[src/rtl/ticket_lock_pkg.sv]
// Shared types for the ticket-ordered lock manager.
// Assumes: nothing beyond IEEE 1800-2017 synthesizable constructs.
package ticket_lock_pkg;

    // Per-client state: idle, holding a ticket in line, or owning the lock.
    typedef enum logic [1:0] {
        SLOT_IDLE = 2'd0,
        SLOT_WAIT = 2'd1,
        SLOT_HOLD = 2'd2
    } slot_state_t;

endpackage

[src/rtl/tl_dispenser.sv]
// Ticket dispenser. It hands consecutive tickets to the clients that are
// accepted at one edge, lowest index first, and advances by the number of
// tickets handed out. The counter wraps modulo 2^TKT_W.
// Assumes: take[i] is already qualified, meaning the client is idle.
module tl_dispenser #(
    parameter int N_CLIENTS = 4,
    parameter int TKT_W     = 3
) (
    input  logic                            clk,
    input  logic                            rst_n,
    input  logic [N_CLIENTS-1:0]            take,
    output logic [TKT_W-1:0]                next_tkt,
    output logic [N_CLIENTS-1:0][TKT_W-1:0] tkt_for
);

    logic [TKT_W-1:0] next_d;

    // Prefix-count the accepted requests to hand out ordered tickets.
    always_comb begin
        logic [TKT_W-1:0] acc;
        acc = next_tkt;
        for (int i = 0; i < N_CLIENTS; i++) begin
            tkt_for[i] = acc;
            if (take[i]) begin
                acc = acc + TKT_W'(1);
            end
        end
        next_d = acc;
    end

    // Hold the next ticket to hand out.
    always_ff @(posedge clk) begin
        if (!rst_n) begin
            next_tkt <= '0;
        end else begin
            next_tkt <= next_d;
        end
    end

endmodule

[src/rtl/tl_serving.sv]
// Now-serving counter. It advances by one on each valid release and wraps
// modulo 2^TKT_W.
// Assumes: advance is high for at most one release per cycle.
module tl_serving #(
    parameter int TKT_W = 3
) (
    input  logic             clk,
    input  logic             rst_n,
    input  logic             advance,
    output logic [TKT_W-1:0] serve
);

    // Step the serving ticket when the holder lets go.
    always_ff @(posedge clk) begin
        if (!rst_n) begin
            serve <= '0;
        end else if (advance) begin
            serve <= serve + TKT_W'(1);
        end
    end

endmodule

[src/rtl/tl_slot.sv]
// One client slot. It stores the client's ticket while the client waits and
// moves to the holding state one edge after the serving counter equals that
// ticket. Equality modulo 2^TKT_W is exact because live tickets never span
// the full range.
// Assumes: tkt_in is valid in any cycle where take is high.
module tl_slot
    import ticket_lock_pkg::*;
#(
    parameter int TKT_W = 3
) (
    input  logic             clk,
    input  logic             rst_n,
    input  logic             req,
    input  logic             rel,
    input  logic [TKT_W-1:0] serve,
    input  logic [TKT_W-1:0] tkt_in,
    output logic             take,
    output logic             grant,
    output logic             rel_ok,
    output logic             rel_bad
);

    slot_state_t      state;
    logic [TKT_W-1:0] my_tkt;
    logic             my_turn;

    // Decode the accepted request, the ownership and the release validity.
    always_comb begin
        my_turn = (my_tkt == serve);
        take    = req && (state == SLOT_IDLE);
        grant   = (state == SLOT_HOLD);
        rel_ok  = rel && grant;
        rel_bad = rel && !grant;
    end

    // Walk idle -> wait -> hold -> idle and capture the ticket on entry.
    always_ff @(posedge clk) begin
        if (!rst_n) begin
            state  <= SLOT_IDLE;
            my_tkt <= '0;
        end else begin
            case (state)
                SLOT_IDLE: if (req) begin
                    state  <= SLOT_WAIT;
                    my_tkt <= tkt_in;
                end
                SLOT_WAIT: if (my_turn) begin
                    state <= SLOT_HOLD;
                end
                SLOT_HOLD: if (rel) begin
                    state <= SLOT_IDLE;
                end
                default: state <= SLOT_IDLE;
            endcase
        end
    end

endmodule

[src/rtl/ticket_lock.sv]
// Ticket-ordered lock manager. It serves N_CLIENTS clients first come,
// first served, using one ticket dispenser, one serving counter and one
// slot per client. Releases from non-holders are flagged on rel_err.
// Assumes: TKT_W >= clog2(N_CLIENTS)+1, and inputs are synchronous to clk.
module ticket_lock #(
    parameter int N_CLIENTS = 4,
    parameter int TKT_W     = $clog2(N_CLIENTS) + 1
) (
    input  logic                 clk,
    input  logic                 rst_n,
    input  logic [N_CLIENTS-1:0] req,
    input  logic [N_CLIENTS-1:0] rel,
    output logic [N_CLIENTS-1:0] grant,
    output logic                 rel_err
);

    logic [N_CLIENTS-1:0]            take;
    logic [N_CLIENTS-1:0]            rel_ok;
    logic [N_CLIENTS-1:0]            rel_bad;
    logic [N_CLIENTS-1:0][TKT_W-1:0] tkt_for;
    logic [TKT_W-1:0]                next_tkt;
    logic [TKT_W-1:0]                serve;

    tl_dispenser #(.N_CLIENTS(N_CLIENTS), .TKT_W(TKT_W)) disp_i (
        .clk      (clk),
        .rst_n    (rst_n),
        .take     (take),
        .next_tkt (next_tkt),
        .tkt_for  (tkt_for)
    );

    tl_serving #(.TKT_W(TKT_W)) serv_i (
        .clk     (clk),
        .rst_n   (rst_n),
        .advance (|rel_ok),
        .serve   (serve)
    );

    for (genvar g = 0; g < N_CLIENTS; g++) begin : g_slot
        tl_slot #(.TKT_W(TKT_W)) slot_i (
            .clk     (clk),
            .rst_n   (rst_n),
            .req     (req[g]),
            .rel     (rel[g]),
            .serve   (serve),
            .tkt_in  (tkt_for[g]),
            .take    (take[g]),
            .grant   (grant[g]),
            .rel_ok  (rel_ok[g]),
            .rel_bad (rel_bad[g])
        );
    end

    // Register the misuse flag for any release that came from a non-holder.
    always_ff @(posedge clk) begin
        if (!rst_n) begin
            rel_err <= 1'b0;
        end else begin
            rel_err <= |rel_bad;
        end
    end

endmodule

[config.mk]
export PLATFORM = sky130hd
export DESIGN_NAME = ticket_lock
export DESIGN_NICKNAME = d
export VERILOG_FILES = /design/src/rtl/ticket_lock_pkg.sv /design/src/rtl/tl_dispenser.sv /design/src/rtl/tl_serving.sv /design/src/rtl/tl_slot.sv /design/src/rtl/ticket_lock.sv
export SDC_FILE = /design/constraint.sdc
export NUM_CORES = 1
export LEC_CHECK = 0
export BUFFER_PORTS_ARGS = -buffer_cell sky130_fd_sc_hd__clkbuf_2
export CORE_UTILIZATION = 50
export DETAILED_ROUTE_END_ITERATION = 7
export PLACE_DENSITY = 0.78
export SYNTH_ARGS = -nofsm -noshare
export SYNTH_HDL_FRONTEND = slang
export SYNTH_SLANG_ARGS = --single-unit
[constraint.sdc]
create_clock -name clk -period 3.72 [get_ports clk]
set_clock_uncertainty 0.1 [all_clocks]
set_input_delay 0.744 -clock clk [delete_from_list [all_inputs] [get_ports clk]]
set_output_delay 0.744 -clock clk [all_outputs]
set_load 0.01 [all_outputs]
==> flow_summary.yaml, run 1 <==
critical_path:
  r2r_end: "disp_i.next_tkt[2]$_SDFF_PN0_"
  reg2reg_depth: 13
  cp_slowest_cell: "or4b_2"
  cp_cell_sequence: "ha_1, or4b_2, o311ai_0, a22oi_1, ha_1, mux2i_1, inv_1, ha_1, nand4bb_1, or3_1, nor2_1, o41ai_2, nand3_1"
  worstSetupPathType: "register to register"
  reg2reg_from: "disp_i.next_tkt[0]$_SDFF_PN0_"
  end_kind: "register"
  start_kind: "register"
  cp.arrival_ps: 3650
  worstPathRequired_ps: 3850
  slowest_delay_ps: 640
  crit_top_cell: "ha_1"
  r2r_slack_ps: 210
  path_max_fanout: 7
floorplan:
  fp.coreArea_mm2: 0.00303
  die_h_um: 58.2
  rows: 20
  initial_core_util: 0.521
  die_area_mm2: 0.00339
  die_x_um: 58.2
  boundaryPins: 15
synth:
  post-synth-top-area-fraction: 0.342
  avgSynthCellArea_um2: 8.87
  ys_seq_area_frac: 0.342
  syn_area_mm2: 0.00158
  syn_nets: 192
  postSynthCellCount: 178
  yosysMostFrequentCell: "dfxtp_1"
  netlist_top_cells_count: "27 x dfxtp_1, 26 x nor2_1, 15 x xnor2_1"
  synthFlopType: "dfxtp_1"
  yosys_register_bits: 27
  synth_edf_count: 0
  synth_async_sr_flop_share: 0
  yosysWarningCount: 0
  synth_cell_types: 46
  synth_area_leaders: "dfxtp_1 34%, xnor2_1 8.3%, nor2_1 6.2%, ha_1 3.2%, mux2i_1 3.2%"
  yosysTopAreaCell: "dfxtp_1"
cts:
  clk_pin_slew_ps: 150
  cts.htree.levels: 1
  clk_path_buf_depth: 2
  cts_buffers: 3
  cts_setup_buffers: 0
  cts-root-buf: "clkbuf_4"
  clk_latency_ps: 340
  cts.sinks: 27
  cts_tree: "done"
sta:
  hold_viol: 0
  rsz0062_at_grt: "no"
  period_share: 0.944
  min_period_ps: 3510
  max_slew_margin: 0.558
  worst_pin_slew_ps: 662
  drv_slew: 0
  setup_viol: 0
  setup_tns_ps: 0
  whs_ps: 393
  max_freq_ghz: 0.285
final_layout:
  regArea_um2: 543
  layout-drive-gt1-share: 0.160
  synthToLayoutAreaGrowth_pct: 8.00
  diodes: 0
  nFillCells: 278
  nets: 202
  multi_input_area_um2: 947
worst_hold_path:
  holdCritPathClass: "register to register"
  min_from: "g_slot[2].slot_i.my_tkt[0]$_SDFFE_PN0P_"
  hold_end: "g_slot[2].slot_i.my_tkt[0]$_SDFFE_PN0P_"
  worstHoldPathCells: 2
power:
  power_switching_uw: 413
  p_comb_frac: 0.463
  clock_power_share: 0.127
  p_leak_nw: 0.704
  share_seq_of_total_power: 0.410
  p_per_area_mw_per_mm2: 619
  switching_share: 0.391
  peakVddDrop_v: 0.000236
  cell_internal_pwr_uw: 642
route:
  viasPerCell: 5.63
  vias: 1300
  dr.pass1.iters: 5
  drt_iter0_markers: 56
  drc_errors: 0
  drt-total-wl_um: 3210
  wl_per_cell_um: 13.9
  postRouteAntennaNets: 0
grt:
  grt_max_degree: 22
  grtUsageMet3: 0.0268
  gr-total-overflow: 0
  grt.met1_usage: 0.252
  grt_pass1_vias: 1210
  grt_pass1_wl_um: 5220
  grt_use_total: 0.204
  grt_util_met2: 0.340
  grt_antenna_before_repair: 0
  top_usage_layer: "met2"
status:
  status: "complete, no violations"
run:
  drv_cap: 0
place:
  hpwlAfterDp_um: 2410
  gp_congestion: 0.830
  io_buffers: 14
==> registers in the layout, summed over array words and instances, names as in the netlist <==
| register | flops |
|---|---|
| disp_i.next_tkt | 3 |
| serv_i.serve | 3 |
| g_slot.slot_i.state | 8 |
| rel_err | 1 |
| g_slot.slot_i.my_tkt | 12 |
==> what timing repair did <==
action,4_1_cts,5_1_grt
hold buffers,0,0
resized for setup,0,3
endpoints found under the setup margin,0,1
==> per-stage QoR <==
step / area (um^2) / total power, mW / utilization / setup WS, ps / cells
final: 1710 / 1.06 / 0.563 / 208 / 231
after detailed placement: 1670 / 0.919 / 0.550 / 18.5 / 227
after CTS: 1700 / 1.05 / 0.560 / 99.5 / 231
after floorplan: 1580 / 0.821 / - / 440 / 178
after global placement: 1670 / 0.896 / 0.550 / 228 / 227
after global routing: 1710 / 1.13 / 0.563 / 36.2 / 231
==> critical path, delay by kind of cell (launching register included) <==
kind	cells	cell delay (ps)
buf+inv	1	80
mux	1	230
fa+ha+maj	3	820
flops	1	380
compound gates	3	680
simple gates	5	1120
==> layout by cell type, fill, tap and decap left out, types with 2 or more instances in the layout <==
master,n
clkbuf_2,14
nand4bb_1,3
dfxtp_1,25
ha_1,4
or3_1,2
a211oi_1,3
nand4_1,2
and2_1,4
mux2i_1,5
o22a_1,3
a22oi_1,3
inv_1,10
a21oi_1,6
buf_4,3
nand3b_1,3
nand2b_1,5
nor4b_1,2
a211o_1,2
clkbuf_4,3
xnor2_1,15
o21ai_0,6
nand3_1,5
xor2_1,4
nand2_1,6
nor2_1,26
dfxtp_2,2
==> power by group through the flow <==
stage | Sequential [mW] | Clock (mW) | Combinational, mW
after floorplan | 0.408 | 0 | 0.413
after global placement | 0.432 | 0 | 0.464
after detailed placement | 0.437 | 0 | 0.482
after CTS | 0.430 | 0.136 | 0.485
after global routing | 0.443 | 0.147 | 0.537
final | 0.433 | 0.134 | 0.489
==> worst max path at each step <==
| stage | startpoint | end |
|---|---|---|
| after global routing | disp_i.next_tkt[0]$_SDFF_PN0_ | disp_i.next_tkt[2]$_SDFF_PN0_ |
| final | disp_i.next_tkt[0]$_SDFF_PN0_ | disp_i.next_tkt[2]$_SDFF_PN0_ |
| after global placement | req[0] | disp_i.next_tkt[2]$_SDFF_PN0_ |
| after floorplan | req[1] | disp_i.next_tkt[2]$_SDFF_PN0_ |
| after CTS | disp_i.next_tkt[0]$_SDFF_PN0_ | disp_i.next_tkt[2]$_SDFF_PN0_ |
| after detailed placement | req[0] | disp_i.next_tkt[2]$_SDFF_PN0_ |
==> routing by layer <==
metal	vias to the layer above	wire length (um)	part of all wire
li1	639	-	-
met1	603	1400	0.44
met5	-	0	0
met4	0	134	0.042
met3	15	143	0.045
met2	43	1530	0.48
==> cells by family (layout without fill, tap and decap cells) <==
| logic type | after synthesis | in the layout | share of synthesized area |
|---|---|---|---|
| buffers and inverters | 22 | 31 | 0.0626 |
| XOR/XNOR | 22 | 22 | 0.152 |
| adder cells (fa/ha/maj) | 4 | 4 | 0.0317 |
| AO/OA/AOI/OAI | 31 | 31 | 0.135 |
| multiplexers | 5 | 5 | 0.0317 |
| flip-flops | 27 | 27 | 0.342 |
| AND/OR/NAND/NOR | 67 | 67 | 0.245 |
==> area by class of cell <==
class,instances,area share
Multi-Input combinational cell,129,0.555
Timing Repair Buffer,17,0.0543
Inverter,10,0.0220
Tap cell,44,0.0323
Sequential cell,27,0.318
Clock inverter,1,0.00440
Clock buffer,3,0.0132
Note: power is estimated with default switching activity, not from simulation.
==> inputs of run 2 (changes only) <==
==> constraint.sdc (replaced) <==
create_clock -name clk -period 3.72 [get_ports clk]
set_clock_uncertainty 0.1 [all_clocks]
set_input_delay 0.558 -clock clk [delete_from_list [all_inputs] [get_ports clk]]
set_output_delay 0.558 -clock clk [all_outputs]
set_load 0.01 [all_outputs]
==> run 2 against run 1 <==
  * Wire length about the same
  * Sequential cell count did not move
  * Sequential power about the same
  * Design area fell by 0.88%
  * Critical path depth unchanged
  * Critical path type unchanged
==> flow_summary.yaml, run 2 (same netlist as run 1, synthesis figures left out) <==
sta:
  period_share: 0.943
  min_period_ps: 3510
  drv_slew: 0
  max_freq_ghz: 0.285
  setup_tns_ps: 0
  max_slew_margin: 0.569
  rsz0062_at_grt: "no"
  fin_ws_ps: 211
  worst_pin_slew_ps: 645
  setup_viol: 0
  whs_ps: 386
  hold_viol: 0
route:
  dr.pass1.iters: 4
  wl_per_cell_um: 14.0
  vias: 1267
  postRouteAntennaNets: 0
  drc_errors: 0
  drt_iter0_markers: 56
  viasPerCell: 5.53
  drt-total-wl_um: 3220
grt:
  grt_antenna_before_repair: 0
  grt_max_degree: 22
  grt_use_total: 0.209
  grt_pass1_wl_um: 5380
  grt_pass1_vias: 1202
  gr-total-overflow: 0
cts:
  cts.htree.levels: 1
  cts_tree: "done"
  clk_pin_slew_ps: 140
  cts_buffers: 3
  cts_setup_buffers: 0
  ctsResizeCount: 0
  cts.sinks: 27
  clk_path_buf_depth: 2
  clk_latency_ps: 330
  cts-root-buf: "clkbuf_4"
  cts_hold_buf: 0
status:
  status: "complete, no violations"
worst_hold_path:
  holdCritPathClass: "register to register"
  min_from: "g_slot[2].slot_i.my_tkt[0]$_SDFFE_PN0P_"
critical_path:
  end_kind: "register"
  cp-startpoint: "disp_i.next_tkt[0]$_SDFF_PN0_"
  worstPathRequired_ps: 3840
  path_buf_inv: 1
  crit_top_cell: "ha_1"
  cp.arrival_ps: 3630
  cp_cell_sequence: "ha_1, or4b_2, o311ai_0, a22oi_1, ha_1, mux2i_2, inv_1, ha_1, nand4bb_1, or3_1, nor2_1, o41ai_2, nand3_1"
  worstSetupPathType: "register to register"
  path_max_fanout: 7
  cp_top_family: "simple AND/OR/NAND/NOR gates"
  cp_slowest_cell: "or4b_2"
  start_kind: "register"
  reg2reg_from: "disp_i.next_tkt[0]$_SDFF_PN0_"
  slowest_delay_ps: 650
place:
  hpwlAfterDp_um: 2450
  dpl.cell_count: 225
  placed_area_mm2: 0.00165
  dp_slack_ps: 166
  gp_congestion: 0.846
  io_buffers: 14
final_layout:
  fin_cells: 229
  finish.instance_area_mm2: 0.00169
  largest_register_ffs: 12
  synthToLayoutAreaGrowth_pct: 7.05
  diodes: 0
  final_util: 0.558
  layout-drive-gt1-share: 0.151
  top_register: "g_slot.slot_i.my_tkt"
  nets: 200
  mostFrequentLayoutCells: "26 x nor2_1, 25 x dfxtp_1, 15 x xnor2_1"
  largest_registers: "g_slot.slot_i.my_tkt x12, g_slot.slot_i.state x8"
  final_common_cell: "nor2_1"
power:
  p_per_area_mw_per_mm2: 630
  finalPower_mw: 1.07
  p_leak_nw: 0.693
  peakVddDrop_v: 0.000274
floorplan:
  initial_core_util: 0.521
  die_h_um: 58.2
  rows: 20
  die_x_um: 58.2
  boundaryPins: 15
  die_area_mm2: 0.00339
  fp.coreArea_mm2: 0.00303
run:
  drv_cap: 0
[run 2: cell count changes in the layout (fill, tap and decap cells not counted), sizes merged]
cell	previous run	this run
clkbuf	17	18
clkinvlp	1	0
buf	3	1
[run 2: cell type report]
class | count | area, um^2
clock buffer | 4 | 26.3
fill | 277 | 1340
inverter | 10 | 37.5
multi-input combinational | 129 | 951
sequential | 27 | 543
tap | 44 | 55.1
timing repair buffer | 15 | 77.6
[run 2: worst register-to-register path, cell delays in order (launching register included)]
cell and delay, ps:
dfxtp_2 390, ha_1 320, or4b_2 650, o311ai_0 140, a22oi_1 190, ha_1 320, mux2i_2 210, inv_1 90
ha_1 190, nand4bb_1 150, or3_1 150, nor2_1 60, o41ai_2 350, nand3_1 110
[run 2: worst paths after layout]
check,end,slack (ps),depth (start not counted)
setup / recovery,disp_i.next_tkt[2]$_SDFF_PN0_,210,13
hold / removal,g_slot[2].slot_i.my_tkt[0]$_SDFFE_PN0P_,390,2
setup reg to reg,disp_i.next_tkt[2]$_SDFF_PN0_,210,13
hold reg to reg,g_slot[2].slot_i.my_tkt[0]$_SDFFE_PN0P_,390,2
[run 2: metal layers]
layer	routed length, um	track usage
met4	53	0.0680
met1	1420	0.254
met3	89	0.0290
met2	1660	0.376
met5	0	0
[run 2: where the power goes]
group          switching [mW]  internal [mW]  total [mW]
Clock                  0.0864         0.0421       0.129
Combinational           0.254          0.250       0.505
Sequential             0.0777          0.354       0.432
==> inputs of run 3 (changes only) <==
--- a/config.mk
+++ b/config.mk
@@ -6,8 +6,8 @@
 export NUM_CORES = 1
 export LEC_CHECK = 0
-export BUFFER_PORTS_ARGS = -buffer_cell sky130_fd_sc_hd__clkbuf_2
 export CORE_UTILIZATION = 50
 export DETAILED_ROUTE_END_ITERATION = 7
-export PLACE_DENSITY = 0.78
+export DONT_BUFFER_PORTS = 1
+export PLACE_DENSITY = 0.74
 export SYNTH_ARGS = -nofsm -noshare
 export SYNTH_HDL_FRONTEND = slang
==> constraint.sdc (replaced) <==
create_clock -name clk -period 3.7 [get_ports clk]
set_clock_uncertainty 0.1 [all_clocks]
set_input_delay 0.185 -clock clk [delete_from_list [all_inputs] [get_ports clk]]
set_output_delay 0.185 -clock clk [all_outputs]
set_load 0.01 [all_outputs]
==> run 3 against run 2 <==
  * Global-route usage up 0.29 points
  * Setup slack got worse by 5.5 ps
  * Count of clock-buffer cells in the layout decreased by 1
  * Register-to-register slack hardly changed
  * Wire length is 5.0% higher
  * Clock power is 5% higher
  * Critical path depth unchanged
  * Sequential share of layout area shrank 0.54 points
  * Worst hold slack got worse by 370 ps
  * Core utilization grew 0.95 points
  * Critical path type unchanged
  * Largest power group unchanged
==> flow_summary.yaml, run 3 (same netlist as run 1, synthesis figures left out) <==
status:
  status: "complete, no violations"
power:
  p_leak_nw: 0.672
  peakVddDrop_v: 0.000265
  p_per_area_mw_per_mm2: 622
cts:
  cts.sinks: 27
  clk_pin_slew_ps: 160
  cts_buffers: 3
  cts_setup_buffers: 0
  clk_latency_ps: 340
  cts.htree.levels: 1
  clk_path_buf_depth: 2
  cts-root-buf: "clkbuf_4"
  cts_tree: "done"
worst_hold_path:
  holdCritPathClass: "input port to register"
critical_path:
  crit_top_cell: "ha_1"
  path_max_fanout: 7
  cp_top_family: "simple AND/OR/NAND/NOR gates"
  end_kind: "register"
  cp_slowest_cell: "or4b_2"
  slowest_delay_ps: 630
  start_kind: "register"
  cp_cell_sequence: "ha_1, or4b_2, o21ai_0, a22oi_2, ha_1, mux2i_2, inv_1, ha_1, nand4bb_1, or3_1, nor2_1, o41ai_2, nand3_1"
  worstSetupPathType: "register to register"
  worstPathRequired_ps: 3830
  cp.arrival_ps: 3620
  path_buf_inv: 1
sta:
  drv_slew: 0
  max_slew_margin: 0.553
  whs_ps: 11.3
  period_share: 0.945
  hold_viol: 0
  setup_viol: 0
  worst_pin_slew_ps: 670
  min_period_ps: 3490
  max_freq_ghz: 0.286
final_layout:
  nFillCells: 270
  diodes: 0
  top_register: "g_slot.slot_i.my_tkt"
  nets: 195
  multi_input_area_um2: 956
  largest_registers: "g_slot.slot_i.my_tkt x12, g_slot.slot_i.state x8"
  layout-drive-gt1-share: 0.0889
  mostFrequentLayoutCells: "26 x nor2_1, 25 x dfxtp_1, 15 x xnor2_1"
  regArea_um2: 543
  final_common_cell: "nor2_1"
  synthToLayoutAreaGrowth_pct: 8.87
  largest_register_ffs: 12
  finish.instance_area_mm2: 0.00172
route:
  drt_iter0_markers: 33
  drt-total-wl_um: 3380
  viasPerCell: 5.56
  wl_per_cell_um: 15.1
  vias: 1246
  drc_errors: 0
  postRouteAntennaNets: 0
  dr.pass1.iters: 4
grt:
  gr-total-overflow: 0
  grt_pass1_vias: 1186
  grt_pass1_wl_um: 5410
  grt_use_total: 0.211
  grt_antenna_before_repair: 0
  grt_max_degree: 22
floorplan:
  die_x_um: 58.2
  die_h_um: 58.2
  rows: 20
  initial_core_util: 0.521
  fp.coreArea_mm2: 0.00303
  die_area_mm2: 0.00339
  boundaryPins: 15
place:
  placed_area_mm2: 0.00158
  hpwlAfterDp_um: 2350
  io_buffers: 0
  gp_congestion: 0.895
run:
  drv_cap: 0
[run 3: cell count changes in the layout (fill, tap and decap cells not counted)]
cell           change
clkinvlp_4         +1
clkbuf_1           -1
a22oi_2            +1
dlygate4sd3_1      +9
clkbuf_2          -14
a22oi_1            -1
[run 3: tightest hold or removal path: cells and delay by family]
| kind | cells | cell delay (ps) |
|---|---|---|
| AO/OA/AOI/OAI | 1 | 50 |
| AND/OR/NAND/NOR | 2 | 180 |
[run 3: layout make-up]
cell class	count	area share
multi-input cells	129	0.556
flip-flops and latches	27	0.316
repair buffers	10	0.0568
well taps	44	0.0320
inverters	10	0.0218
clock buffers	3	0.0131
clock inverters	1	0.00437
[run 3: metrics by stage]
stage	instances	setup TNS, ps	setup slack, ps	power [mW]	utilization
2_1_floorplan	178	0	504	0.825	-
3_3_place_gp	211	0	366	0.877	0.522
3_5_place_dp	211	0	178	0.901	0.522
4_1_cts	224	0	155	1.04	0.562
5_1_grt	224	-16.1	-16.1	1.15	0.568
6_report	224	0	205	1.07	0.568
[run 3: worst paths after layout]
path / from / end / slack [ps] / cells past startpoint
min: req[2] / g_slot[2].slot_i.my_tkt[0]$_SDFFE_PN0P_ / 10 / 3
max: disp_i.next_tkt[0]$_SDFF_PN0_ / disp_i.next_tkt[2]$_SDFF_PN0_ / 210 / 13
max reg2reg: disp_i.next_tkt[0]$_SDFF_PN0_ / disp_i.next_tkt[2]$_SDFF_PN0_ / 210 / 13
min reg2reg: g_slot[2].slot_i.my_tkt[0]$_SDFFE_PN0P_ / g_slot[2].slot_i.my_tkt[0]$_SDFFE_PN0P_ / 390 / 2
[run 3: timing repair]
action / CTS / global route
gates resized for setup: 0 / 5
endpoints found under the hold margin: 15 / 0
setup endpoints to repair: 0 / 1
hold buffers: 9 / 0
[run 3: report_power, final]
group          switching, mW  internal, mW  leakage [nW]
clock network         0.0946        0.0414        0.0139
registers             0.0789         0.356         0.223
logic                  0.246         0.253         0.436
total                  0.420         0.650         0.672
[run 3: layer usage]
| metal | global-route usage | vias up | part of all wire | routed length, um |
|---|---|---|---|---|
| li1 | - | 625 | - | - |
| met1 | 0.275 | 582 | 0.44 | 1490 |
| met2 | 0.351 | 29 | 0.49 | 1640 |
| met3 | 0.0379 | 10 | 0.045 | 152 |
| met4 | 0.0748 | 0 | 0.027 | 91 |
| met5 | 0 | - | 0 | 0 |
